==> config.mk <==
export PLATFORM = sky130hd
export DESIGN_NAME = selftest_sched
export DESIGN_NICKNAME = d
export VERILOG_FILES = /design/src/rtl/selftest_sched_pkg.sv /design/src/rtl/st_trigger.sv /design/src/rtl/st_check_seq.sv /design/src/rtl/selftest_sched.sv
export SDC_FILE = /design/constraint.sdc
export NUM_CORES = 1
export LEC_CHECK = 0
export BUFFER_PORTS_ARGS = -buffer_cell sky130_fd_sc_hd__buf_2
export CAP_MARGIN = 20
export CORE_MARGIN = 2
export CORE_UTILIZATION = 50
export DETAILED_ROUTE_END_ITERATION = 12
export GPL_ROUTABILITY_DRIVEN = 0
export GPL_TIMING_DRIVEN = 0
export PLACE_DENSITY_LB_ADDON = 0.05
export SYNTH_ARGS = -nofsm -noshare
export SYNTH_HDL_FRONTEND = slang
export SYNTH_HIERARCHICAL = 1
export SYNTH_SLANG_ARGS = --single-unit
==> constraint.sdc <==
create_clock -name clk -period 2.97 [get_ports clk]
set_input_delay 0.1485 -clock clk [delete_from_list [all_inputs] [get_ports clk]]
set_output_delay 0.1485 -clock clk [all_outputs]
set_load 0.005 [all_outputs]
==> src/rtl/selftest_sched_pkg.sv <==
// Shared types for the self-test scheduler: step encoding and comparator codes.
package selftest_sched_pkg;

    typedef enum logic [2:0] {
        STP_IDLE  = 3'd0,
        STP_WIN   = 3'd1,
        STP_HI    = 3'd2,
        STP_LO    = 3'd3,
        STP_PAT_A = 3'd4,
        STP_PAT_B = 3'd5,
        STP_WAIT  = 3'd6
    } st_step_e;

    localparam logic [1:0] CMP_INSIDE = 2'b00;
    localparam logic [1:0] CMP_ABOVE  = 2'b01;
    localparam logic [1:0] CMP_BELOW  = 2'b10;

endpackage

==> src/rtl/st_trigger.sv <==
// Trigger unit: detects an outside falling edge on the request line and
// counts ordinary cycles. It arms a pending request from either source and
// holds the active flag from the cycle start that consumes the request to
// the cycle end.
// Assumes cyc_start_i and cyc_done_i are single-clock pulses that alternate.
// Assumes CYCLE_LIMIT >= 2.
module st_trigger #(
    parameter int CYCLE_LIMIT = 1024
) (
    input  logic clk,
    input  logic rst_n,
    input  logic req_line_i,
    input  logic cyc_start_i,
    input  logic cyc_done_i,
    output logic active_o,
    output logic begin_o,
    output logic end_o
);
    localparam int CW = $clog2(CYCLE_LIMIT);
    localparam logic [CW-1:0] CNT_LAST = CW'(CYCLE_LIMIT - 1);

    logic          line_prev_q;
    logic          pend_q;
    logic          active_q;
    logic [CW-1:0] cnt_q;
    logic          ext_fall;
    logic          wd_hit;
    logic          plain_done;

    // An edge while the test runs comes from the block's own pull; ignore it.
    assign ext_fall   = line_prev_q & ~req_line_i & ~active_q;
    assign plain_done = cyc_done_i & ~active_q & ~pend_q;
    assign wd_hit     = plain_done & (cnt_q == CNT_LAST);
    assign begin_o    = cyc_start_i & pend_q & ~active_q;
    assign end_o      = cyc_done_i & active_q;
    assign active_o   = active_q;

    // Remembers the line level for edge detection; the line idles high.
    always_ff @(posedge clk) begin
        if (!rst_n) line_prev_q <= 1'b1;
        else        line_prev_q <= req_line_i;
    end

    // Arms a request from either source; a consumed request is cleared.
    always_ff @(posedge clk) begin
        if (!rst_n) pend_q <= 1'b0;
        else        pend_q <= (pend_q & ~begin_o) | ext_fall | wd_hit;
    end

    // Counts ordinary cycles; cleared by any completed self-test.
    always_ff @(posedge clk) begin
        if (!rst_n)                           cnt_q <= '0;
        else if (end_o)                       cnt_q <= '0;
        else if (plain_done && !wd_hit)       cnt_q <= cnt_q + 1'b1;
    end

    // Self-test window: from the consuming start to the next cycle end.
    always_ff @(posedge clk) begin
        if (!rst_n)       active_q <= 1'b0;
        else if (begin_o) active_q <= 1'b1;
        else if (end_o)   active_q <= 1'b0;
    end

    // a test only starts from an armed request.
    p_start_needs_pending_r1: assert property (@(posedge clk) disable iff (!rst_n)
        $rose(active_q) |-> $past(pend_q));

    // while the test runs, the request and the cycle count stay frozen.
    p_frozen_while_test_r3: assert property (@(posedge clk) disable iff (!rst_n)
        (active_q && !cyc_done_i) |=> ($stable(pend_q) && $stable(cnt_q)));

    // a completed test leaves the count at zero.
    p_count_restart_r10: assert property (@(posedge clk) disable iff (!rst_n)
        end_o |=> (cnt_q == '0));
endmodule

==> src/rtl/st_check_seq.sv <==
// Check sequencer: walks the window, above, below, pattern A and pattern B
// steps on each strobe and accumulates any mismatch. On the cycle end it
// folds in the skip flag and completeness into the sticky result.
// Assumes begin_i and end_i come from the trigger unit and never coincide.
module st_check_seq
    import selftest_sched_pkg::*;
#(
    parameter int ADC_W = 12
) (
    input  logic             clk,
    input  logic             rst_n,
    input  logic             begin_i,
    input  logic             end_i,
    input  logic             chk_stb_i,
    input  logic [1:0]       cmp_res_i,
    input  logic [ADC_W-1:0] adc_word_i,
    input  logic             chan_skip_i,
    output st_step_e         step_o,
    output logic             result_o
);
    logic [ADC_W-1:0] pat_a;
    logic [ADC_W-1:0] pat_b;
    st_step_e         step_q;
    logic             fail_q;
    logic             result_q;
    logic             step_bad;
    logic             in_steps;

    // Alternating words: pattern A has the even bits set, B is its complement.
    for (genvar b = 0; b < ADC_W; b++) begin : g_pat
        assign pat_a[b] = ((b % 2) == 0);
        assign pat_b[b] = ((b % 2) != 0);
    end

    assign in_steps = (step_q != STP_IDLE) && (step_q != STP_WAIT);

    // Mismatch of the presented result against the current step's expectation.
    always_comb begin
        case (step_q)
            STP_WIN:   step_bad = (cmp_res_i != CMP_INSIDE);
            STP_HI:    step_bad = (cmp_res_i != CMP_ABOVE);
            STP_LO:    step_bad = (cmp_res_i != CMP_BELOW);
            STP_PAT_A: step_bad = (adc_word_i != pat_a);
            STP_PAT_B: step_bad = (adc_word_i != pat_b);
            default:   step_bad = 1'b0;
        endcase
    end

    // Step register, failure accumulator and sticky result.
    always_ff @(posedge clk) begin
        if (!rst_n) begin
            step_q   <= STP_IDLE;
            fail_q   <= 1'b0;
            result_q <= 1'b1;
        end else if (end_i) begin
            result_q <= ~(fail_q | (step_q != STP_WAIT) | chan_skip_i);
            step_q   <= STP_IDLE;
            fail_q   <= 1'b0;
        end else if (begin_i) begin
            step_q <= STP_WIN;
            fail_q <= 1'b0;
        end else if (chk_stb_i && in_steps) begin
            step_q <= st_step_e'(step_q + 3'd1);
            fail_q <= fail_q | step_bad;
        end
    end

    assign step_o   = step_q;
    assign result_o = result_q;

    // the result only moves on the end of a self-test.
    p_result_sticky_r4: assert property (@(posedge clk) disable iff (!rst_n)
        !end_i |=> $stable(result_q));

    // an unfinished step walk always reports failure.
    p_incomplete_fails_r7: assert property (@(posedge clk) disable iff (!rst_n)
        (end_i && step_q != STP_WAIT) |=> !result_q);
endmodule

==> src/rtl/selftest_sched.sv <==
// Self-test scheduler top: ties the trigger unit to the check sequencer and
// brings out the active flag, the request-line pull, the undervoltage mask,
// the step and the sticky result.
// Assumes the request line is sampled synchronously outside this block.
module selftest_sched
    import selftest_sched_pkg::*;
#(
    parameter int CYCLE_LIMIT = 1024,
    parameter int ADC_W       = 12
) (
    input  logic             clk,
    input  logic             rst_n,
    input  logic             req_line_i,
    input  logic             cyc_start_i,
    input  logic             cyc_done_i,
    input  logic             chk_stb_i,
    input  logic [1:0]       cmp_res_i,
    input  logic [ADC_W-1:0] adc_word_i,
    input  logic             chan_skip_i,
    output logic             st_active_o,
    output logic             req_pull_o,
    output logic             uv_mask_o,
    output logic [2:0]       step_o,
    output logic             result_o
);
    logic     active;
    logic     test_begin;
    logic     test_end;
    st_step_e step;

    st_trigger #(.CYCLE_LIMIT(CYCLE_LIMIT)) u_trig (
        .clk        (clk),
        .rst_n      (rst_n),
        .req_line_i (req_line_i),
        .cyc_start_i(cyc_start_i),
        .cyc_done_i (cyc_done_i),
        .active_o   (active),
        .begin_o    (test_begin),
        .end_o      (test_end)
    );

    st_check_seq #(.ADC_W(ADC_W)) u_seq (
        .clk        (clk),
        .rst_n      (rst_n),
        .begin_i    (test_begin),
        .end_i      (test_end),
        .chk_stb_i  (chk_stb_i),
        .cmp_res_i  (cmp_res_i),
        .adc_word_i (adc_word_i),
        .chan_skip_i(chan_skip_i),
        .step_o     (step),
        .result_o   (result_o)
    );

    assign st_active_o = active;
    assign req_pull_o  = active;
    assign uv_mask_o   = active;
    assign step_o      = step;

    // the step is non-idle exactly while the trigger unit holds a test.
    p_step_tracks_active_r9: assert property (@(posedge clk) disable iff (!rst_n)
        active == (step != STP_IDLE));
endmodule

==> results.yml <==
clock_network:
  post_cts_resized: 0
  cts_tree: "built"
  post-cts-setup-buffer-count: 0
  cts_root_buf: "clkbuf_4"
  clk_latency_ns: 0.29
  cts_inserted_buffers: 3
  cts_buffer_depth: 2
  cts.htree.levels: 1
  clk_pin_slew_ns: 0.11
  hold_buffers: 0
  cts_sinks: 18
route:
  wl_per_cell_um: 12.1
  viasPerCell: 5.59
  ant_nets: 0
  dr.pass1.iters: 4
  drt-total-wl_mm: 2.22
  first_iter_violations: 16
  drc_errors: 0
  vias: 1028
power_and_ir_drop:
  seq_power_share_pct: 53.4
  comb_power_share_pct: 15.6
  power_frac_clock_pct: 31.0
  peakVddDrop_mv: 0.212
  switchingPower_w: 0.000126
  swShare_pct: 25.7
  power_density_nw_per_um2: 372
  power.internal_w: 0.000364
  p_leak_nw: 0.542
yosys:
  synth-seq-cells: 18
  synth_nets: 154
  synth_commonest_cells: "18 x dfxtp_1, 9 x inv_1, 9 x nor2_1"
  synth_top_area_share_pct: 32.5
  syn_area_sq_um: 1110
  ys_types: 40
  synth_edf_count: 0
  yosys-top-cells-area: "dfxtp_1 33%, ha_1 9.0%, nand2b_1 4.0%"
  syn_avg_cell_area_sq_um: 8.86
  ys.flop_type: "dfxtp_1"
  synth_top_area_cell: "dfxtp_1"
  yosysMostFrequentCell: "dfxtp_1"
  async_flop_share_pct: 0
  seq_area_frac_synth_pct: 32.5
  yosysWarningCount: 6
  synthCells: 125
run:
  drv_cap: 0
hold_path:
  holdCritPathClass: "in -> reg"
  min_path_cells: 2
  min_from: "req_line_i"
grt:
  grt_pass1_wl_mm: 3.81
  grt.total_usage_pct: 18.8
  overflow: 0
  grt_pass1_vias: 955
  grt_max_degree: 11
  antenna_found_initial: 0
timing:
  finalHoldViolCount: 0
  period_share_pct: 55.9
  rsz0062_at_grt: "no"
  finalMaxSlewViolations: 0
  holdWs_ns: 0.0548
  finalSetupTns_ns: 0
  period_needed_ns: 1.66
  setup_violations: 0
  fmax_mhz: 602
  worst_pin_slew_ns: 0.476
  maxSlewHeadroom_pct: 68.3
  finClkSkew_ns: 0.00123
die:
  fp.coreArea_sq_um: 2150
  start_util_pct: 51.5
  num_rows: 17
  pin_count: 28
  die_w_um: 51.1
  dieArea_sq_um: 2610
  die_h_um: 51.1
worst_setup_path:
  setup.worst_path.start: "u_seq/step_o[2]"
  crit_type: "reg -> reg"
  crit_required_ns: 3.15
  worst-endpoint-arrival_ns: 1.84
  reg2regPathDepth: 5
  crit_path_end_kind: "flop"
  r2r-start: "u_seq/step_o[2]"
  setup.worst_path.start_class: "flop"
  worstPathMaxFanout: 8
finish:
  fill_cells: 203
  diodes: 0
  layout-drive-gt1-share_pct: 23.1
  final_area_sq_um: 1310
  finalCoreUtilization_pct: 61.2
  syn_to_final_growth_pct: 18.6
  layout.nets: 186
placement:
  io_buffer_count: 27
  place_area_sq_um: 1280
  hpwlAfterDp_mm: 1.74
outcome:
  status: "finished clean"
==> per-layer routing <==
metal | up-vias | track usage (%) | wire [um]
met2 | 25 | 34.4 | 1140
met4 | 0 | 8.11 | 14
li1 | 524 | - | -
met3 | 2 | 2.34 | 84
met1 | 477 | 21.7 | 976
met5 | - | 0 | 0
==> metrics by stage <==
step	worst slack (ns)	instances	total power, W
after global placement	1.35	180	0.000340
final	1.31	184	0.000489
after global routing	1.18	184	0.000514
after detailed placement	1.33	180	0.000343
after CTS	1.31	184	0.000494
after floorplan	1.44	125	0.000312
==> flip-flops by register name, indices dropped and copies added (netlist names) <==
register / cells
u_trig/cnt_q: 10
u_seq/step_o: 3
u_trig/pend_q: 1
u_trig/active_o: 1
u_seq/fail_q: 1
u_trig/line_prev_q: 1
u_seq/result_o: 1
==> cell families after synthesis <==
group | after synthesis | share of synthesized area, %
adders and majority gates | 8 | 9.04
xor gates and xnor gates | 3 | 2.37
DFF | 18 | 32.5
buffers and inverters | 12 | 4.74
and+or+nand+nor | 54 | 31.5
AOI/OAI and AO/OA | 27 | 17.1
muxes | 3 | 2.71
==> cells in the final DEF (no fill, tap or decap), types with 2 or more instances in the layout <==
master / synthesis / final
a211oi_1: 5 / 5
a21oi_1: 4 / 4
a31oi_1: 3 / 3
and2_1: 3 / 3
buf_2: 0 / 27
buf_4: 2 / 2
clkbuf_4: 0 / 3
dfxtp_1: 18 / 18
ha_1: 8 / 8
inv_1: 9 / 9
mux2i_1: 3 / 3
nand2_1: 7 / 7
nand2b_1: 7 / 7
nand3_1: 4 / 4
nand4_1: 4 / 4
nor2_1: 9 / 9
nor3_1: 3 / 3
nor3b_1: 3 / 3
nor4bb_1: 3 / 3
o21ai_0: 6 / 6
o31ai_1: 2 / 2
xor2_1: 2 / 2
==> path summary, 6_finish.rpt <==
kind | to | slack [ns]
worst max register to register | u_seq/fail_q | 1.31
worst min register to register | u_trig/cnt_q[7] | 0.50
worst min-delay path | u_trig/line_prev_q | 0.05
worst max-delay path | u_seq/fail_q | 1.31
==> area by class of cell <==
class                           count  area (sq um)  share of cell area [%]
Multi-Input combinational cell     95           694                    52.9
Sequential cell                    18           360                    27.4
Timing Repair Buffer               27           135                    10.3
Clock buffer                        4          36.3                    2.76
Tap cell                           28          35.0                    2.67
Inverter                            9          33.8                    2.57
Buffer                              3          18.8                    1.43
==> power groups by stage <==
stage | registers (W) | clock network (W) | logic, W
floorplan | 0.000265 | 0 | 0.0000466
global placement | 0.000266 | 0 | 0.0000735
detailed placement | 0.000266 | 0 | 0.0000764
CTS | 0.000261 | 0.000156 | 0.0000768
global route | 0.000263 | 0.000165 | 0.0000867
finish | 0.000261 | 0.000152 | 0.0000765
==> critical path, stage by stage, from the launching register on <==
cell,delay (ns)
dfxtp_1,0.46
inv_1,0.13
ha_1,0.24
or3b_1,0.39
a311oi_2,0.24
a211oi_1,0.09
Power figures use the tool's default switching activity.
